File: config.mk
export PLATFORM = sky130hd
export DESIGN_NAME = tdm_bitmux_demux
export DESIGN_NICKNAME = d
export VERILOG_FILES = /design/src/rtl/tdm_demux_pkg.sv /design/src/rtl/tdm_frame_counter.sv /design/src/rtl/tdm_pos_decode.sv /design/src/rtl/tdm_lane_acc.sv /design/src/rtl/tdm_bitmux_demux.sv
export SDC_FILE = /design/constraint.sdc
export NUM_CORES = 1
export LEC_CHECK = 0
export BUFFER_PORTS_ARGS = -buffer_cell sky130_fd_sc_hd__buf_2
export CORE_MARGIN = 2
export CORE_UTILIZATION = 30
export CTS_BUF_LIST = sky130_fd_sc_hd__clkbuf_16
export CTS_CLUSTER_DIAMETER = 80
export DETAILED_ROUTE_END_ITERATION = 7
export PLACE_DENSITY = 0.49
export SLEW_MARGIN = 10
export SYNTH_ARGS = -nofsm -noshare
export SYNTH_HDL_FRONTEND = slang
export SYNTH_SLANG_ARGS = --single-unit
File: constraint.sdc
create_clock -name clk -period 9.4 [get_ports clk]
set_clock_uncertainty 0.2 [all_clocks]
set_input_delay 0.47 -clock clk [delete_from_list [all_inputs] [get_ports clk]]
set_output_delay 0.47 -clock clk [all_outputs]
set_load 0.05 [all_outputs]
File: src/rtl/tdm_demux_pkg.sv
`timescale 1ns/1ps
package tdm_demux_pkg;

  localparam int unsigned DMX_CH_N     = 4;   // interleaved channels
  localparam int unsigned DMX_PB_N     = 8;   // payload bits per timeslot
  localparam int unsigned DMX_SIG_N    = 4;   // robbed-bit signaling flags
  localparam int unsigned DMX_SLOTS    = 3;   // timeslots per group
  localparam int unsigned DMX_GRP_OCT  = 32;  // octets per group (data + filler)
  localparam int unsigned DMX_GROUPS   = 8;   // groups per frame

  typedef enum logic [1:0] {
    ROLE_SKIP = 2'd0,
    ROLE_PAY  = 2'd1,
    ROLE_SIG  = 2'd2,
    ROLE_FBIT = 2'd3
  } bit_role_e;

endpackage

File: src/rtl/tdm_frame_counter.sv
`timescale 1ns/1ps
module tdm_frame_counter #(
  parameter int unsigned FRAME_BITS = 2048,
  localparam int unsigned IDX_W     = $clog2(FRAME_BITS)
) (
  input  logic             clk,
  input  logic             rst_n,
  input  logic             i_sync,
  output logic [IDX_W-1:0] o_idx,
  output logic             o_live,
  output logic             o_slip,
  output logic             o_lock,
  output logic [IDX_W-1:0] o_cnt
);

  logic [IDX_W-1:0] cnt_q, cnt_d;
  logic             lock_q, lock_d;
  logic             cnt_en;

  always_comb begin
    o_idx  = i_sync ? '0 : cnt_q;
    o_live = i_sync | lock_q;
    cnt_en = o_live;
    cnt_d  = (o_idx == IDX_W'(FRAME_BITS - 1)) ? '0 : o_idx + 1'b1;
    lock_d = lock_q | i_sync;
    o_slip = i_sync & lock_q & (cnt_q != '0);
  end

  always_ff @(posedge clk or negedge rst_n) begin
    if (!rst_n) begin
      cnt_q  <= '0;
      lock_q <= 1'b0;
    end else begin
      if (cnt_en) cnt_q <= cnt_d;
      lock_q <= lock_d;
    end
  end

  assign o_lock = lock_q;
  assign o_cnt  = cnt_q;

endmodule

File: src/rtl/tdm_pos_decode.sv
`timescale 1ns/1ps
module tdm_pos_decode
  import tdm_demux_pkg::*;
#(
  parameter int unsigned CH_N     = 4,
  parameter int unsigned PB_N     = 8,
  parameter int unsigned SIG_N    = 4,
  parameter int unsigned SLOTS    = 3,
  parameter int unsigned GRP_OCT  = 32,
  parameter int unsigned GROUPS   = 8,
  localparam int unsigned OCT_BITS = 2 * CH_N,
  localparam int unsigned K_W      = $clog2(OCT_BITS),
  localparam int unsigned O_W      = $clog2(GRP_OCT),
  localparam int unsigned PB_W     = $clog2(PB_N),
  localparam int unsigned CH_W     = $clog2(CH_N),
  localparam int unsigned TS_N     = GROUPS * SLOTS,
  localparam int unsigned TS_W     = $clog2(TS_N),
  localparam int unsigned FRAME_BITS = GROUPS * GRP_OCT * OCT_BITS,
  localparam int unsigned IDX_W    = $clog2(FRAME_BITS),
  localparam int unsigned G_W      = IDX_W - K_W - O_W,
  localparam int unsigned DATA_OCT = SLOTS * PB_N,
  localparam int unsigned SIG_FIRST = PB_N - SIG_N
) (
  input  logic [IDX_W-1:0] i_idx,
  output bit_role_e        o_role,
  output logic [CH_W-1:0]  o_ch,
  output logic [PB_W-1:0]  o_pb,
  output logic [TS_W-1:0]  o_ts,
  output logic             o_emit_slot,
  output logic             o_emit_fbit
);

  logic [K_W-1:0] k;
  logic [O_W-1:0] oct;
  logic [G_W-1:0] grp;
  logic [O_W-1:0] tsl;
  logic           in_data;
  logic           last_bit;

  always_comb begin
    k        = i_idx[K_W-1:0];
    oct      = i_idx[K_W +: O_W];
    grp      = i_idx[IDX_W-1 -: G_W];
    tsl      = oct >> PB_W;
    in_data  = (oct < O_W'(DATA_OCT));
    last_bit = (k == K_W'(OCT_BITS - 1));
    o_pb     = oct[PB_W-1:0];
    o_ch     = k[K_W-1:1];
    o_ts     = TS_W'(grp) * TS_W'(SLOTS) + TS_W'(tsl);

    if (!in_data)                          o_role = ROLE_SKIP;
    else if (!k[0])                        o_role = ROLE_PAY;
    else if (o_pb >= PB_W'(SIG_FIRST))     o_role = ROLE_SIG;
    else if (o_pb == '0 && o_ts == '0)     o_role = ROLE_FBIT;
    else                                   o_role = ROLE_SKIP;

    o_emit_slot = in_data & last_bit & (o_pb == PB_W'(PB_N - 1));
    o_emit_fbit = in_data & last_bit & (o_pb == '0) & (o_ts == '0);
  end

endmodule

File: src/rtl/tdm_lane_acc.sv
`timescale 1ns/1ps
module tdm_lane_acc
  import tdm_demux_pkg::*;
#(
  parameter int unsigned CH_N  = 4,
  parameter int unsigned PB_N  = 8,
  parameter int unsigned SIG_N = 4,
  localparam int unsigned PB_W  = $clog2(PB_N),
  localparam int unsigned SIG_W = $clog2(SIG_N),
  localparam int unsigned CH_W  = $clog2(CH_N)
) (
  input  logic                  clk,
  input  logic                  rst_n,
  input  logic                  i_en,
  input  logic                  i_dat,
  input  bit_role_e             i_role,
  input  logic [CH_W-1:0]       i_ch,
  input  logic [PB_W-1:0]       i_pb,
  output logic [CH_N*PB_N-1:0]  o_pay_nx,
  output logic [CH_N*SIG_N-1:0] o_sig_nx,
  output logic [CH_N-1:0]       o_fbit_nx
);

  logic [PB_W-1:0] rev_pb;
  assign rev_pb = PB_W'(PB_N - 1) - i_pb;

  for (genvar gi = 0; gi < CH_N; gi++) begin : g_lane
    logic [PB_N-1:0]  pay_q, pay_n;
    logic [SIG_N-1:0] sig_q, sig_n;
    logic             fb_q, fb_n;
    logic             sel;

    always_comb begin
      sel   = i_en & (i_ch == CH_W'(gi));
      pay_n = pay_q;
      sig_n = sig_q;
      fb_n  = fb_q;
      if (sel) begin
        case (i_role)
          ROLE_PAY:  pay_n[rev_pb]          = i_dat;
          ROLE_SIG:  sig_n[SIG_W'(rev_pb)]  = i_dat;
          ROLE_FBIT: fb_n                   = i_dat;
          default:   ;
        endcase
      end
    end

    always_ff @(posedge clk or negedge rst_n) begin
      if (!rst_n) begin
        pay_q <= '0;
        sig_q <= '0;
        fb_q  <= 1'b0;
      end else if (sel) begin
        pay_q <= pay_n;
        sig_q <= sig_n;
        fb_q  <= fb_n;
      end
    end

    assign o_pay_nx[gi*PB_N +: PB_N]   = pay_n;
    assign o_sig_nx[gi*SIG_N +: SIG_N] = sig_n;
    assign o_fbit_nx[gi]               = fb_n;
  end

endmodule

File: src/rtl/tdm_bitmux_demux.sv
`timescale 1ns/1ps
module tdm_bitmux_demux
  import tdm_demux_pkg::*;
#(
  parameter int unsigned CH_N    = DMX_CH_N,
  parameter int unsigned PB_N    = DMX_PB_N,
  parameter int unsigned SIG_N   = DMX_SIG_N,
  parameter int unsigned SLOTS   = DMX_SLOTS,
  parameter int unsigned GRP_OCT = DMX_GRP_OCT,
  parameter int unsigned GROUPS  = DMX_GROUPS,
  localparam int unsigned TS_N   = GROUPS * SLOTS,
  localparam int unsigned TS_W   = $clog2(TS_N),
  localparam int unsigned FRAME_BITS = GROUPS * GRP_OCT * 2 * CH_N,
  localparam int unsigned IDX_W  = $clog2(FRAME_BITS),
  localparam int unsigned PB_W   = $clog2(PB_N),
  localparam int unsigned CH_W   = $clog2(CH_N)
) (
  input  logic                  clk,
  input  logic                  rst_n,
  input  logic                  i_sync,
  input  logic                  i_dat,
  output logic                  o_vld,
  output logic [TS_W-1:0]       o_ts,
  output logic [CH_N*PB_N-1:0]  o_pay,
  output logic [CH_N*SIG_N-1:0] o_sig,
  output logic                  o_fvld,
  output logic [CH_N-1:0]       o_fbit,
  output logic                  o_slip
);

  // reset: asserted asynchronously, released on the clock
  logic [1:0] rs_q;
  logic       rst_int_n;

  always_ff @(posedge clk or negedge rst_n) begin
    if (!rst_n) rs_q <= 2'b00;
    else        rs_q <= {rs_q[0], 1'b1};
  end
  assign rst_int_n = rs_q[1];

  logic [IDX_W-1:0] idx, frm_cnt;
  logic             live, slip_c, frm_locked;

  tdm_frame_counter #(.FRAME_BITS(FRAME_BITS)) u_cnt (
    .clk    (clk),
    .rst_n  (rst_int_n),
    .i_sync (i_sync),
    .o_idx  (idx),
    .o_live (live),
    .o_slip (slip_c),
    .o_lock (frm_locked),
    .o_cnt  (frm_cnt)
  );

  bit_role_e       role;
  logic [CH_W-1:0] dch;
  logic [PB_W-1:0] dpb;
  logic [TS_W-1:0] dts;
  logic            emit_slot, emit_fbit;

  tdm_pos_decode #(
    .CH_N(CH_N), .PB_N(PB_N), .SIG_N(SIG_N),
    .SLOTS(SLOTS), .GRP_OCT(GRP_OCT), .GROUPS(GROUPS)
  ) u_dec (
    .i_idx       (idx),
    .o_role      (role),
    .o_ch        (dch),
    .o_pb        (dpb),
    .o_ts        (dts),
    .o_emit_slot (emit_slot),
    .o_emit_fbit (emit_fbit)
  );

  logic [CH_N*PB_N-1:0]  pay_nx;
  logic [CH_N*SIG_N-1:0] sig_nx;
  logic [CH_N-1:0]       fbit_nx;

  tdm_lane_acc #(.CH_N(CH_N), .PB_N(PB_N), .SIG_N(SIG_N)) u_acc (
    .clk       (clk),
    .rst_n     (rst_int_n),
    .i_en      (live),
    .i_dat     (i_dat),
    .i_role    (role),
    .i_ch      (dch),
    .i_pb      (dpb),
    .o_pay_nx  (pay_nx),
    .o_sig_nx  (sig_nx),
    .o_fbit_nx (fbit_nx)
  );

  // output stage: next-state logic
  logic vld_d, fvld_d, slip_d;

  always_comb begin
    vld_d  = live & emit_slot;
    fvld_d = live & emit_fbit;
    slip_d = slip_c;
  end

  // output stage: registers
  always_ff @(posedge clk or negedge rst_int_n) begin
    if (!rst_int_n) begin
      o_vld  <= 1'b0;
      o_fvld <= 1'b0;
      o_slip <= 1'b0;
      o_ts   <= '0;
      o_pay  <= '0;
      o_sig  <= '0;
      o_fbit <= '0;
    end else begin
      o_vld  <= vld_d;
      o_fvld <= fvld_d;
      o_slip <= slip_d;
      if (vld_d) begin
        o_ts  <= dts;
        o_pay <= pay_nx;
        o_sig <= sig_nx;
      end
      if (fvld_d) o_fbit <= fbit_nx;
    end
  end

endmodule

==> flow_metrics.env <==
export IMPL_core_rowCount=50
export IMPL_drt_vias_per_instance=4.78
export IMPL_finalPower_w=0.00121
export IMPL_yosysUniqueCellTypes=58
export IMPL_num_vias=3569
export IMPL_r2r_cells=5
export IMPL_drc_errors=0
export IMPL_worst_pin_slew_ns=1.09
export IMPL_die_area_sq_mm=0.0199
export IMPL_grt_busiest_layer="met2"
export IMPL_grtUsageMet1=0.165
export IMPL_yosys_area_top_type="dfrtp_1"
export IMPL_drt_iter0_markers=110
export IMPL_clkLatencyLatePin_ns=0.41
export IMPL_met3_usage=0.0431
export IMPL_worstPathMaxFanout=48
export IMPL_regToRegSetupSlack_ns=6.06
export IMPL_hold_viol=0
export IMPL_core_area_sq_mm=0.0186
export IMPL_fin_cells=746
export IMPL_yosys_warnings=0
export IMPL_diodes=0
export IMPL_cts_buffer_depth=2
export IMPL_register_area_sq_mm=0.00316
export IMPL_place_congestion=0.823
export IMPL_drt_pass1_iter_count=4
export IMPL_hold_ws_ns=0.136
export IMPL_syn_inst=440
export IMPL_powerDensity_mw_per_mm2=182
export IMPL_fmax_ghz=0.299
export IMPL_post_drt_wl_per_cell_um=16.3
export IMPL_end_kind="flop"
export IMPL_regToRegStartpoint="u_cnt.o_cnt[4]"
export IMPL_synth_top_area_frac=0.558
export IMPL_fin_crit_ns=3.34
export IMPL_port_buffer_count=63
export IMPL_pin_count=64
export IMPL_antenna_found_initial=0
export IMPL_vdd_drop_max_mv=0.113
export IMPL_cts_root_buf="clkbuf_16"
export IMPL_drive_gt1_frac=0.389
export IMPL_rsz0062_at_grt="false"
export IMPL_synth_ff_type="dfrtp_1"
export IMPL_ys_seq_elements=126
export IMPL_power_leakage_nw=3.31
export IMPL_syn_num_nets=453
export IMPL_period_share=0.356
export IMPL_grt_pass1_wl_um=20000
export IMPL_cts_setup_buffers=0
export IMPL_max_cap_violations=0
export IMPL_h_tree_depth=4
export IMPL_crit_path_start_kind="flop"
export IMPL_grt_pass1_vias=3717
export IMPL_area_growth_pct=17.8
export IMPL_async_flop_share=1.00
export IMPL_slew_headroom=0.271
export IMPL_fin_util=0.358
export IMPL_track_usage=0.131
export IMPL_timing_rr_end="o_sig[0]"
export IMPL_multi_input_area_sq_mm=0.00231
export IMPL_postSynthAreaPerCell_sq_um=12.8
export IMPL_synth_edff_count=0
export IMPL_drt_total_wl_um=12100
export IMPL_die_height_um=141
export IMPL_ys_seq_area_frac=0.558
export IMPL_numCtsBuffers=17
export IMPL_holdCritPathClass="reg2async"
export IMPL_finalSetupViolations=0
export IMPL_syn_area_sq_mm=0.00565
export IMPL_grt_max_degree=80
export IMPL_setup_tns_ns=0
export IMPL_cts_sinks=126
export IMPL_tritoncts="done"
export IMPL_initial_utilization=0.304
export IMPL_status="finished clean"
export IMPL_clk_pin_slew_worst_paths_ns=0.06
export IMPL_arrival_ns=3.43
export IMPL_dp_cells=714
export IMPL_die_w_um=141
export IMPL_dp_hpwl_um=8110
export IMPL_overflow=0
export IMPL_use_met2=0.207
export IMPL_fillCellCount=1819
export IMPL_fin_nets=513
export IMPL_worstPathRequired_ns=9.49
export IMPL_ant_nets=0
export IMPL_synth_area_leaders="dfrtp_1, mux2_2, nand2_1"
export IMPL_crit_type="reg2reg"
export IMPL_slew_violations=0
-- metal layers --
| metal | vias to the layer above | share of wire |
|---|---|---|
| li1 | 1680 | - |
| met2 | 69 | 0.48 |
| met4 | 0 | 0.021 |
| met5 | - | 0 |
| met1 | 1802 | 0.46 |
| met3 | 18 | 0.041 |
-- registers in the layout, indices dropped and copies added, names as in the netlist --
name / flops
u_acc.g_lane.sig_q: 16
o_vld: 1
u_cnt.o_lock: 1
o_fvld: 1
o_slip: 1
o_fbit: 4
u_acc.g_lane.pay_q: 32
o_sig: 16
rs_q: 2
u_acc.g_lane.fb_q: 4
u_cnt.o_cnt: 11
o_ts: 5
o_pay: 32
-- worst max-delay path: stages (launching register included) --
cell and delay [ns]:
dfrtp_1 0.64, nand3b_1 0.28, nor2_1 0.41, nand2b_1 0.34, inv_2 0.89, mux2_2 0.42
-- cell usage after synthesis, types with 2 or more instances --
library cell    n
a22o_1          2
a21oi_1         4
and3_1          2
nand2b_1        6
o2111a_1        2
nor2_1         14
nor3b_1         2
a21oi_2         2
buf_4           4
xnor2_1         3
nand4b_1        2
a21o_1          2
mux2_1          6
inv_1          15
dfrtp_1       126
mux2_4          2
nand3_1         3
or2_2           3
buf_2          12
nor4_1          3
xor2_1          3
ha_1            8
o31ai_1        13
o21ai_1         2
o21ai_0        25
clkbuf_1        7
nand4_1         5
nand2_1        34
nor3_2          2
nor3_1          6
mux2_2         85
nand4bb_4       2
nor2b_1         7
nor4b_2         2
-- how the worst max path moves through the flow --
stage                    from        end  slack (ns)  cells past startpoint
4_1_cts        u_cnt.o_cnt[4]   o_sig[0]        5.96                      5
5_1_grt        u_cnt.o_cnt[4]  o_pay[31]        5.73                      5
6_report       u_cnt.o_cnt[4]   o_sig[0]        6.06                      5
2_1_floorplan         rs_q[1]  o_fbit[0]        5.43                      0
3_3_place_gp           i_sync  o_fbit[3]        5.69                     11
3_5_place_dp           i_sync  o_fbit[3]        5.62                     11
-- area by class of cell --
| type | count | share of cell area |
|---|---|---|
| sequential | 126 | 0.474 |
| multi-input combinational | 274 | 0.347 |
| clock buffer | 17 | 0.0639 |
| timing repair buffer | 65 | 0.0500 |
| tap | 234 | 0.0440 |
| clock inverter | 14 | 0.0122 |
| inverter | 16 | 0.00902 |
-- cells by family after synthesis --
| group | count (synthesis) | share of synthesized area |
|---|---|---|
| AO/OA/AOI/OAI | 59 | 0.0693 |
| XOR/XNOR | 6 | 0.00930 |
| adder cells (fa/ha/maj) | 9 | 0.0213 |
| buffers and inverters | 40 | 0.0332 |
| flip-flops | 126 | 0.558 |
| multiplexers | 94 | 0.188 |
| other | 1 | 0.000664 |
| AND/OR/NAND/NOR | 105 | 0.120 |
-- cells in the final DEF, fill, tap and decap left out, types with 3 or more instances in the layout --
cell type and instances:
buf_2 63, nand2_1 34, clkbuf_16 17, o21ai_0 24
clkinvlp_4 6, mux2_2 85, mux2_1 6, inv_1 16
nor4_1 3, ha_1 8, or2_2 3, xnor2_1 3
nor2_1 14, o31ai_1 13, xor2_1 3, nand4_1 5
dfrtp_1 125, o21ai_1 3, nor2b_1 7, nand3_1 3
a21oi_1 4, nor3_1 6, clkinv_2 5, nand2b_1 6
-- where the power goes --
part	switching, W	leakage [nW]	internal (W)
Clock	0.000236	0.238	0.000328
Sequential	0.0000149	1.73	0.000562
Combinational	0.0000458	1.35	0.0000259
Total	0.000297	3.31	0.000916
-- repair_timing --
item	CTS	global route
hold buffers	1	0
resized for setup	0	0
endpoints found under the hold margin	2	0
-- through the flow --
step,instance area [sq um],setup slack (ns)
floorplan,5650,5.43
global placement,6140,5.69
detailed placement,6140,5.62
CTS,6660,5.96
global route,6660,5.73
finish,6660,6.06
Note: power is estimated with default switching activity, not from simulation.
